**src/rtl/pob_pkg.sv**
```systemverilog
package pob_pkg;

    // Command word bit positions (software decodes these)
    localparam int unsigned BIT_ERR  = 31;
    localparam int unsigned BIT_PEND = 25;
    localparam int unsigned BIT_WR   = 23;
    localparam int unsigned BIT_DEV  = 20;
    localparam int unsigned BIT_SEL  = 16;
    localparam int unsigned BYTE_W   = 8;
    localparam int unsigned WORD_W   = 32;
    localparam int unsigned NUM_DEV  = 2;

    typedef struct packed {
        logic              wr;
        logic              dev;
        logic              sel;
        logic [BYTE_W-1:0] dbyte;
    } pob_cmd_t;

    typedef enum logic [1:0] {
        PH_IDLE    = 2'd0,
        PH_STROBE  = 2'd1,
        PH_RECOVER = 2'd2
    } pob_phase_e;

    function automatic pob_cmd_t pob_decode(input logic [WORD_W-1:0] w);
        pob_cmd_t c;
        c.wr    = w[BIT_WR];
        c.dev   = w[BIT_DEV];
        c.sel   = w[BIT_SEL];
        c.dbyte = w[BYTE_W-1:0];
        return c;
    endfunction

    function automatic logic [WORD_W-1:0] pob_pack(input pob_cmd_t c,
                                                   input logic pend,
                                                   input logic err);
        logic [WORD_W-1:0] w;
        w             = '0;
        w[BIT_ERR]    = err;
        w[BIT_PEND]   = pend;
        w[BIT_WR]     = c.wr;
        w[BIT_DEV]    = c.dev;
        w[BIT_SEL]    = c.sel;
        w[BYTE_W-1:0] = c.dbyte;
        return w;
    endfunction

endpackage

```
**src/rtl/pob_seq.sv**
```systemverilog
module pob_seq
    import pob_pkg::*;
#(
    parameter int unsigned STROBE_CYCLES = 3
) (
    input  logic clk,
    input  logic rst,
    input  logic start,
    output logic busy,
    output logic strobe,
    output logic strobe_end
);
    localparam int unsigned CW = $clog2(STROBE_CYCLES + 1);

    pob_phase_e    phase;
    logic [CW-1:0] cnt;

    assign busy       = (phase != PH_IDLE);
    assign strobe     = (phase == PH_STROBE);
    assign strobe_end = strobe && (cnt == CW'(1));

    always_ff @(posedge clk) begin
        if (rst) begin
            phase <= PH_IDLE;
            cnt   <= '0;
        end else begin
            unique case (phase)
                PH_IDLE: begin
                    if (start) begin
                        phase <= PH_STROBE;
                        cnt   <= CW'(STROBE_CYCLES);
                    end
                end
                PH_STROBE: begin
                    cnt <= cnt - CW'(1);
                    if (cnt == CW'(1)) phase <= PH_RECOVER;
                end
                PH_RECOVER: phase <= PH_IDLE;
                default:    phase <= PH_IDLE;
            endcase
        end
    end
endmodule

```
**src/rtl/pob_cmd_reg.sv**
```systemverilog
module pob_cmd_reg
    import pob_pkg::*;
(
    input  logic              clk,
    input  logic              rst,
    input  logic              host_we,
    input  logic [WORD_W-1:0] host_wdata,
    input  logic              busy,
    input  logic              strobe_end,
    input  logic [BYTE_W-1:0] rd_byte,
    output pob_cmd_t          cmd,
    output logic              err,
    output logic              accept
);
    assign accept = host_we && !busy;

    always_ff @(posedge clk) begin
        if (rst) begin
            cmd <= '0;
            err <= 1'b0;
        end else begin
            if (accept) begin
                cmd <= pob_decode(host_wdata);
            end else if (strobe_end && !cmd.wr) begin
                cmd.dbyte <= rd_byte;
            end
            if (host_we && busy) err <= 1'b1;
        end
    end
endmodule

```
**src/rtl/pob_lbus_drive.sv**
```systemverilog
module pob_lbus_drive
    import pob_pkg::*;
(
    input  pob_cmd_t           cmd,
    input  logic               strobe,
    output logic [NUM_DEV-1:0] lb_cs,
    output logic               lb_ads,
    output logic               lb_rd,
    output logic               lb_wr,
    output logic [BYTE_W-1:0]  lb_wdata
);
    for (genvar d = 0; d < NUM_DEV; d++) begin : g_cs
        assign lb_cs[d] = strobe && (cmd.dev == 1'(d));
    end

    assign lb_rd    = strobe && !cmd.wr;
    assign lb_wr    = strobe &&  cmd.wr;
    assign lb_ads   = cmd.sel;
    assign lb_wdata = cmd.dbyte;
endmodule

```
**src/rtl/pob_bridge.sv**
```systemverilog
module pob_bridge
    import pob_pkg::*;
#(
    parameter int unsigned STROBE_CYCLES = 3
) (
    input  logic               clk,
    input  logic               rst,
    input  logic               host_we,
    input  logic [WORD_W-1:0]  host_wdata,
    output logic [WORD_W-1:0]  host_rdata,
    output logic [NUM_DEV-1:0] lb_cs,
    output logic               lb_ads,
    output logic               lb_rd,
    output logic               lb_wr,
    output logic [BYTE_W-1:0]  lb_wdata,
    input  logic [BYTE_W-1:0]  lb_rdata
);
    logic     busy, strobe, strobe_end, accept, err;
    pob_cmd_t cmd;

    pob_cmd_reg u_cmd (
        .clk        (clk),
        .rst        (rst),
        .host_we    (host_we),
        .host_wdata (host_wdata),
        .busy       (busy),
        .strobe_end (strobe_end),
        .rd_byte    (lb_rdata),
        .cmd        (cmd),
        .err        (err),
        .accept     (accept)
    );

    pob_seq #(.STROBE_CYCLES(STROBE_CYCLES)) u_seq (
        .clk        (clk),
        .rst        (rst),
        .start      (accept),
        .busy       (busy),
        .strobe     (strobe),
        .strobe_end (strobe_end)
    );

    pob_lbus_drive u_drv (
        .cmd      (cmd),
        .strobe   (strobe),
        .lb_cs    (lb_cs),
        .lb_ads   (lb_ads),
        .lb_rd    (lb_rd),
        .lb_wr    (lb_wr),
        .lb_wdata (lb_wdata)
    );

    assign host_rdata = pob_pack(cmd, busy, err);
endmodule

```
**config.mk**
```make
export PLATFORM = sky130hd
export DESIGN_NAME = pob_bridge
export DESIGN_NICKNAME = d
export VERILOG_FILES = /design/src/rtl/pob_pkg.sv /design/src/rtl/pob_seq.sv /design/src/rtl/pob_cmd_reg.sv /design/src/rtl/pob_lbus_drive.sv /design/src/rtl/pob_bridge.sv
export SDC_FILE = /design/constraint.sdc
export NUM_CORES = 1
export LEC_CHECK = 0
export BUFFER_PORTS_ARGS = -buffer_cell sky130_fd_sc_hd__buf_2
export CELL_PAD_IN_SITES_DETAIL_PLACEMENT = 0
export CELL_PAD_IN_SITES_GLOBAL_PLACEMENT = 1
export CORE_MARGIN = 8
export CORE_UTILIZATION = 27
export CTS_CLUSTER_SIZE = 8
export DETAILED_ROUTE_END_ITERATION = 16
export GPL_TIMING_DRIVEN = 0
export HOLD_SLACK_MARGIN = 0.08
export PLACE_DENSITY = 0.88
export SKIP_CTS_REPAIR_TIMING = 1
export SLEW_MARGIN = 20
export SYNTH_ARGS = -nofsm -noshare
export SYNTH_HDL_FRONTEND = slang
export SYNTH_SLANG_ARGS = --single-unit
```
**constraint.sdc**
```tcl
create_clock -name clk -period 2.55 [get_ports clk]
set_clock_uncertainty 0.2 [all_clocks]
set_input_delay 0 -clock clk [delete_from_list [all_inputs] [get_ports clk]]
set_output_delay 0 -clock clk [all_outputs]
set_load 0.02 [all_outputs]
```
==> results of run 1 <==
## power by group through the flow
stage,registers (mW),logic (mW),clock network (mW)
floorplan,0.319,0.201,0
global placement,0.299,0.291,0
detailed placement,0.300,0.294,0
CTS,0.294,0.295,0.230
global route,0.298,0.351,0.241
finish,0.294,0.325,0.224
## routing by layer
| layer | track usage [%] | vias to the layer above |
|---|---|---|
| met1 | 8.14 | 416 |
| met4 | 2.31 | 0 |
| li1 | - | 490 |
| met2 | 14.6 | 33 |
| met5 | 0 | - |
| met3 | 4.08 | 2 |
## state kept, by name (all words and copies together) (netlist names)
| signal | cells |
|---|---|
| u_cmd.cmd | 11 |
| u_seq.cnt | 2 |
| u_cmd.err | 1 |
| u_seq.phase | 2 |
## cells by family (layout without fill, tap and decap cells)
logic type                 count (synthesis)  count (layout)  synth area share (%)
other                                      1              19                 0.374
adders and majority gates                  1               1                  1.25
and+or+nand+nor                           27              27                  13.8
AOI/OAI and AO/OA                         10              10                  11.5
muxes                                     13              13                  13.0
buffers and inverters                     40             111                  28.2
DFF                                       16              16                  31.9
## worst max-delay path, stage by stage
cell and delay [ns]:
dlygate4sd3_1 0.53, buf_2 0.13, nor3b_2 0.18, buf_4 0.24
mux2i_1 0.21, dlygate4sd3_1 0.58, a211oi_2 0.06
## worst min path at each step
stage,endpoint,cells after the start
finish,u_cmd.err$_SDFFE_PP0P_,2
detailed placement,u_cmd.cmd[10]$_SDFFE_PP0P_,3
global placement,u_cmd.cmd[10]$_SDFFE_PP0P_,3
floorplan,u_cmd.err$_SDFFE_PP0P_,2
CTS,u_cmd.cmd[8]$_SDFFE_PP0P_,3
global route,u_seq.cnt[1]$_SDFFE_PP0P_,2
## area by class of cell
| type | instances | area [µm²] | area share, % |
|---|---|---|---|
| tap | 48 | 60.1 | 3.69 |
| clock buffer | 4 | 55.1 | 3.38 |
| buffer | 36 | 268 | 16.5 |
| sequential | 16 | 320 | 19.7 |
| inverter | 4 | 15.0 | 0.923 |
| timing repair buffer | 67 | 440 | 27.1 |
| multi-input combinational | 70 | 468 | 28.8 |
## synthesized netlist by cell type (2+ instances only)
master	instances
clkbuf_1	2
nor2_1	11
a211oi_2	8
buf_6	2
nor3_1	11
buf_4	31
mux2i_1	13
dfxtp_1	16
inv_1	4
## through the flow
step	hold slack, ns	instances	util [%]	worst slack (ns)
floorplan	-0.0623	126	-	0.963
CTS	-0.208	224	39.3	0.826
global route	0.343	245	45.1	0.415
detailed placement	0.0449	220	37.8	0.841
global placement	0.0323	220	37.8	0.865
finish	0.275	245	45.1	0.518
==> flow_summary.json, run 1 <==
{
  "setup_violations": 0,
  "routed_wl_um": 2630,
  "outcome": "finished clean",
  "drtAntennaViolNets": 0,
  "path_max_fanout": 10,
  "async_flop_share_pct": 0,
  "clockRootBuffer": "clkbuf_8",
  "r2r_setup_slack_ns": 0.54,
  "dp_hpwl_um": 2040,
  "clock_latency_ns": 0.24,
  "dr_wl_met2_um": 1280,
  "area_delta_synth_final_pct": 62.1,
  "grt_pass1_vias": 903,
  "ys_warn_count": 0,
  "vias": 941,
  "worst_pin_slew_ns": 0.507,
  "clk_pin_slew_ns": 0.07,
  "p_int_mw": 0.570,
  "startpoint": "host_we",
  "rsz0062_at_grt": "false",
  "cts.sinks": 16,
  "cap_violations": 0,
  "grt_usage_pct": 8.19,
  "antenna_found_initial": 0,
  "yosysTopAreaCell": "dfxtp_1",
  "reg2regPathDepth": 5,
  "place_area_mm2": 0.00136,
  "p_leak_nw": 0.852,
  "dr.pass1.iters": 2,
  "drive_above_1_share_pct": 48.2,
  "p_seq_share_pct": 34.9,
  "ys_seq_elements": 16,
  "fin_area_mm2": 0.00163,
  "cts_max_path_buffers": 2,
  "critical_path.reg2reg.startpoint": "u_seq.phase[0]$_SDFFE_PP0P_",
  "drc": 0,
  "switching_share_pct": 32.3,
  "synth_area_mm2": 0.00100,
  "grt_pass1_wl_um": 4050,
  "highest_layer": "met4",
  "final_common_cell": "buf_2",
  "crit_arrival_ns": 1.95,
  "synth_cells": 108,
  "finalPower_mw": 0.842,
  "synth_cell_type_count": 19,
  "fin_setup_tns_ns": 0,
  "crit_path_end_kind": "register",
  "globalplace.congestion": 0.720,
  "die_area_mm2": 0.00592,
  "start_kind": "primary input",
  "final_cell_mix": "47 x buf_2, 31 x buf_4, 21 x dlygate4sd3_1",
  "slew_headroom_pct": 66.2,
  "synth.area.top_cells": "dfxtp_1 32%, buf_4 23%, mux2i_1 13%",
  "period_share_pct": 79.7,
  "combPwrFrac_pct": 38.6,
  "grt_max_degree": 11,
  "ios": 88,
  "power_density_mw_per_mm2": 518,
  "initial_core_util_pct": 27.8,
  "maxSlewViolCount": 0,
  "cts_tree": "built",
  "wl_per_cell_um": 10.7,
  "fill_cells": 361,
  "die_x_um": 77.0,
  "globalRouteOverflowTotal": 0,
  "cts_buffers": 3,
  "r2r_end": "u_cmd.cmd[7]$_SDFFE_PP0P_",
  "core_mm2": 0.00361,
  "ctsHtreeMaxLevel": 1,
  "num_antenna_cells": 0,
  "routed_via_density": 3.84,
  "drt_iter0_markers": 21,
  "seq_area_frac_synth_pct": 31.9,
  "netlist.area_leader.share_pct": 31.9,
  "crit_required_ns": 2.46,
  "clock.fmax_ghz": 0.492,
  "synth_enable_flop_cells": 0,
  "wl_met3_um": 231,
  "nets": 242,
  "min-delay-path-class": "register to register",
  "row_count": 22,
  "p_switching_mw": 0.272,
  "wl_met1_um": 1100,
  "pwr-share-clk_pct": 26.6,
  "fin_crit_ns": 2.03,
  "worstSetupPathType": "primary input to register",
  "ir_drop_v": 0.000186,
  "die_y_um": 77.0,
  "synth_flop_cell": "dfxtp_1",
  "crit_end": "u_cmd.cmd[7]$_SDFFE_PP0P_",
  "hold_violations": 0,
  "portBuffers": 46,
  "syn_avg_cell_area_um2": 9.29,
  "worstHoldStart": "u_cmd.err$_SDFFE_PP0P_"
}
Power figures use the tool's default switching activity.
==> run 2: changes to the inputs <==
CORE_UTILIZATION = 25   (was 27)
PLACE_DENSITY = 0.82   (was 0.88)
clock period = 1.9 ns   (was 2.55 ns; I/O delays follow)
==> run 2 against run 1 <==
Global-route usage is 0.16 points lower. Core utilization is 3.8 points lower. Total power is 33% higher. Largest power group unchanged. Sequential share of layout area hardly changed. Final cell count is 0.82% higher. First-iteration DRC count stayed put. Highest routed layer unchanged. Worst hold slack better by 0.0043 ns. Combinational power is 32% higher. Die area is 6.3% higher. Sequential cell count stayed put. Clock power is 32% higher. Routed wire length is 5.2% higher.
==> flow_summary.json, run 2 (synthesized netlist as in run 1, its figures left out) <==
{
  "outcome": "finished clean",
  "clock_latency_ns": 0.24,
  "drc": 0,
  "vias": 934,
  "worst_pin_slew_ns": 0.532,
  "largest_register": "u_cmd.cmd",
  "place_area_mm2": 0.00136,
  "hold_violations": 0,
  "fin_crit_ns": 1.68,
  "portBuffers": 46,
  "clk_pin_slew_ns": 0.06,
  "final_util_pct": 41.3,
  "slew_headroom_pct": 64.6,
  "switching_share_pct": 32.4,
  "rsz0062_at_grt": "false",
  "clockRootBuffer": "clkbuf_8",
  "grt_pass1_wl_um": 4130,
  "min-delay-path-class": "register to register",
  "crit_buf_inv": 3,
  "crit_path_end_kind": "register",
  "fin_setup_tns_ns": 0,
  "ctsHtreeMaxLevel": 1,
  "cpPeakStageDelay_ns": 0.33,
  "clock.fmax_ghz": 0.595,
  "die_y_um": 79.4,
  "die_area_mm2": 0.00630,
  "power_density_mw_per_mm2": 687,
  "reg.largest.list": "u_cmd.cmd x11, u_seq.cnt x2, u_seq.phase x2",
  "maxSlewViolCount": 0,
  "wl_per_cell_um": 11.2,
  "crit_arrival_ns": 1.65,
  "p_switching_mw": 0.363,
  "core_mm2": 0.00394,
  "combPwrFrac_pct": 38.2,
  "crit_required_ns": 1.87,
  "final_common_cell": "buf_2",
  "start_kind": "register",
  "dp_hpwl_um": 2080,
  "globalRouteOverflowTotal": 0,
  "ir_drop_v": 0.000271,
  "largest_register_ffs": 11,
  "cts_tree": "built",
  "worstSetupPathType": "register to register",
  "dr.pass1.iters": 3,
  "crit_chain": "inv_1 -> ha_1 -> nor4bb_1 -> buf_2 -> or2_1 -> buf_6 -> a211oi_2",
  "slowest_stage": "dfxtp_1",
  "final_cell_mix": "47 x buf_2, 31 x buf_4, 21 x dlygate4sd3_1",
  "cap_violations": 0,
  "fin_area_mm2": 0.00163,
  "row_count": 23,
  "die_x_um": 79.4,
  "path_max_fanout": 9,
  "globalplace.congestion": 0.755,
  "p_seq_share_pct": 35.4,
  "cts_max_path_buffers": 2,
  "ios": 88,
  "nets": 242,
  "grt_pass1_vias": 881,
  "period_share_pct": 88.5,
  "cts.sinks": 16,
  "num_antenna_cells": 0,
  "pwr-share-clk_pct": 26.4,
  "fill_cells": 406,
  "grt_usage_pct": 8.03,
  "drive_above_1_share_pct": 48.2,
  "routed_wl_um": 2770,
  "drtAntennaViolNets": 0,
  "p_leak_nw": 0.852,
  "cp_top_family": "buffers and inverters",
  "setup_violations": 0,
  "cts_buffers": 3,
  "antenna_found_initial": 0,
  "area_delta_synth_final_pct": 62.3,
  "p_int_mw": 0.757,
  "routed_via_density": 3.78,
  "initial_core_util_pct": 25.5,
  "drt_iter0_markers": 21,
  "grt_max_degree": 11
}
run 2: cell counts in the layout (fill, tap and decap cells not counted):
No cell type changed its count.
run 2: metrics by stage:
step | instances | setup WS, ns | hold slack [ns] | total power [mW]
after CTS | 226 | 0.210 | -0.214 | 1.10
after global placement | 222 | 0.206 | 0.0363 | 0.791
final | 247 | 0.218 | 0.280 | 1.12
after global routing | 247 | 0.0113 | 0.329 | 1.19
after floorplan | 126 | 0.313 | -0.0623 | 0.698
after detailed placement | 222 | 0.215 | 0.0453 | 0.798
run 2: area by class of cell:
| type | count | area, µm² | share of cell area (%) |
|---|---|---|---|
| Inverter | 4 | 15.0 | 0.922 |
| Sequential cell | 16 | 320 | 19.7 |
| Tap cell | 50 | 62.6 | 3.84 |
| Timing Repair Buffer | 67 | 440 | 27.0 |
| Clock buffer | 4 | 55.1 | 3.38 |
| Multi-Input combinational cell | 70 | 468 | 28.7 |
| Buffer | 36 | 268 | 16.4 |
run 2: power by group through the flow:
stage	Clock (mW)	Sequential (mW)	Combinational, mW
6_report	0.296	0.396	0.428
5_1_grt	0.320	0.402	0.470
4_1_cts	0.305	0.396	0.394
3_5_place_dp	0	0.404	0.394
3_3_place_gp	0	0.400	0.390
2_1_floorplan	0	0.428	0.269
run 2: worst register-to-register path: stages (launching register included):
cell and delay (ns):
dfxtp_1 0.33, inv_1 0.04, ha_1 0.17, nor4bb_1 0.13, buf_2 0.18, or2_1 0.23, buf_6 0.15, a211oi_2 0.17
run 2: per-layer routing:
layer / vias to the layer above / global-route usage, % / part of all wire [%]
met5: - / 0 / 0
met4: 0 / 2.78 / 0.51
met3: 2 / 5.08 / 12
met2: 41 / 13.1 / 48
met1: 399 / 8.15 / 40
li1: 492 / - / -
run 2: worst paths after layout:
kind                             start                        end  slack [ns]  cells past startpoint
max reg2reg  u_seq.cnt[1]$_SDFFE_PP0P_  u_cmd.cmd[1]$_SDFFE_PP0P_        0.22                      7
min reg2reg     u_cmd.err$_SDFFE_PP0P_     u_cmd.err$_SDFFE_PP0P_        0.28                      2
min             u_cmd.err$_SDFFE_PP0P_     u_cmd.err$_SDFFE_PP0P_        0.28                      2
max          u_seq.cnt[1]$_SDFFE_PP0P_  u_cmd.cmd[1]$_SDFFE_PP0P_        0.22                      7
==> run 3: changes to the inputs <==
CORE_MARGIN = 2   (was 8)
==> run 3 against run 2 <==
Maximum frequency is 0.83% lower. Sequential share of layout area stayed put. Cell area stayed put. Critical path depth is 1 lower. Routed wire length is 16% lower. Setup slack worse by 0.014 ns. Clock power is 2% higher. Critical endpoint is now u_cmd.cmd[3]$_SDFFE_PP0P_. Largest cell class unchanged. Highest routed layer unchanged.
==> flow_summary.json, run 3 (synthesized netlist as in run 1, its figures left out) <==
{
  "worstHoldStart": "u_cmd.err$_SDFFE_PP0P_",
  "portBuffers": 46,
  "die_x_um": 67.4,
  "drc": 0,
  "drive_above_1_share_pct": 48.2,
  "fin_area_mm2": 0.00163,
  "drt_iter0_markers": 33,
  "period_share_pct": 89.3,
  "clk_pin_slew_ns": 0.07,
  "drtAntennaViolNets": 0,
  "final.setup.worst_slack_ns": 0.204,
  "dp_hpwl_um": 1690,
  "grtUsageMet3_pct": 2.67,
  "ctsHtreeMaxLevel": 1,
  "routed_via_density": 3.80,
  "largest_register": "u_cmd.cmd",
  "ios": 88,
  "hold_ws_ns": 0.284,
  "grt_usage_pct": 9.52,
  "setup_violations": 0,
  "cts_tree": "built",
  "p_leak_nw": 0.852,
  "startpoint": "u_seq.cnt[0]$_SDFFE_PP0P_",
  "cts_buffers": 3,
  "path_max_fanout": 9,
  "crit_arrival_ns": 1.61,
  "grt_pass1_vias": 730,
  "worst_pin_slew_ns": 0.541,
  "nets": 242,
  "critical_path.reg2reg.startpoint": "u_seq.cnt[0]$_SDFFE_PP0P_",
  "final_util_pct": 41.3,
  "min-delay-path-class": "register to register",
  "crit_required_ns": 1.82,
  "outcome": "finished clean",
  "fin_cells": 247,
  "cap_violations": 0,
  "detailedPlace.worstSlack_ns": 0.179,
  "grt_pass1_wl_um": 3160,
  "grt.busiest_layer": "met2",
  "hold_violations": 0,
  "power_density_mw_per_mm2": 687,
  "grtUsageMet2_pct": 18.2,
  "globalRouteOverflowTotal": 0,
  "initial_core_util_pct": 25.5,
  "row_count": 23,
  "num_antenna_cells": 0,
  "reg.largest.list": "u_cmd.cmd x11, u_seq.cnt x2, u_seq.phase x2",
  "vias": 938,
  "ir_drop_v": 0.000204,
  "slew_headroom_pct": 63.9,
  "die_y_um": 67.4,
  "dr.pass1.iters": 4,
  "final_common_cell": "buf_2",
  "worstSetupPathType": "register to register",
  "wl_per_cell_um": 9.41,
  "fin_setup_tns_ns": 0,
  "clock.fmax_ghz": 0.590,
  "cts.sinks": 16,
  "final_cell_mix": "47 x buf_2, 31 x buf_4, 21 x dlygate4sd3_1",
  "rsz0062_at_grt": "false",
  "cts_max_path_buffers": 2,
  "finalPower_mw": 1.12,
  "maxSlewViolCount": 0,
  "place_area_mm2": 0.00136,
  "die_area_mm2": 0.00454,
  "core_mm2": 0.00394,
  "antenna_found_initial": 0,
  "grt_max_degree": 11,
  "fin_crit_ns": 1.70,
  "crit_path_end_kind": "register",
  "routed_wl_um": 2330,
  "met1_usage_pct": 9.31,
  "globalplace.congestion": 0.742,
  "placed_cells": 222,
  "clock_latency_ns": 0.25,
  "area_delta_synth_final_pct": 62.3,
  "largest_register_ffs": 11,
  "start_kind": "register",
  "clockRootBuffer": "clkbuf_8"
}
==> run 3: per-layer routing <==
layer  up-vias  routed length [µm]
li1        491                   -
met2        39                1150
met4         0                  29
met5         -                   0
met1       405                 951
met3         3                 189
==> run 3: final cells by class <==
| type | count | area, µm² |
|---|---|---|
| Timing Repair Buffer | 67 | 440 |
| Fill cell | 406 | 2310 |
| Multi-Input combinational cell | 70 | 468 |
| Sequential cell | 16 | 320 |
| Buffer | 36 | 268 |
| Inverter | 4 | 15.0 |
| Clock buffer | 4 | 55.1 |
| Tap cell | 50 | 62.6 |
==> run 3: final timing paths <==
check	endpoint	slack, ns	cells after the start
worst max-delay path	u_cmd.cmd[3]$_SDFFE_PP0P_	0.20	6
worst min-delay path	u_cmd.err$_SDFFE_PP0P_	0.28	2
worst max register to register	u_cmd.cmd[3]$_SDFFE_PP0P_	0.20	6
worst min register to register	u_cmd.err$_SDFFE_PP0P_	0.28	2
==> run 3: power by group <==
group,total [mW],switching (mW),internal [mW],leakage (nW)
sequential,0.395,0.0261,0.369,0.132
combinational,0.422,0.218,0.204,0.691
clock,0.303,0.119,0.184,0.0288
total,1.12,0.363,0.757,0.852
==> run 3: critical path: stages (launching register included) <==
cell and delay (ns):
dfxtp_1 0.35, ha_1 0.17, nor4bb_1 0.24, buf_2 0.25, or2_1 0.14, buf_6 0.15
a211oi_2 0.07
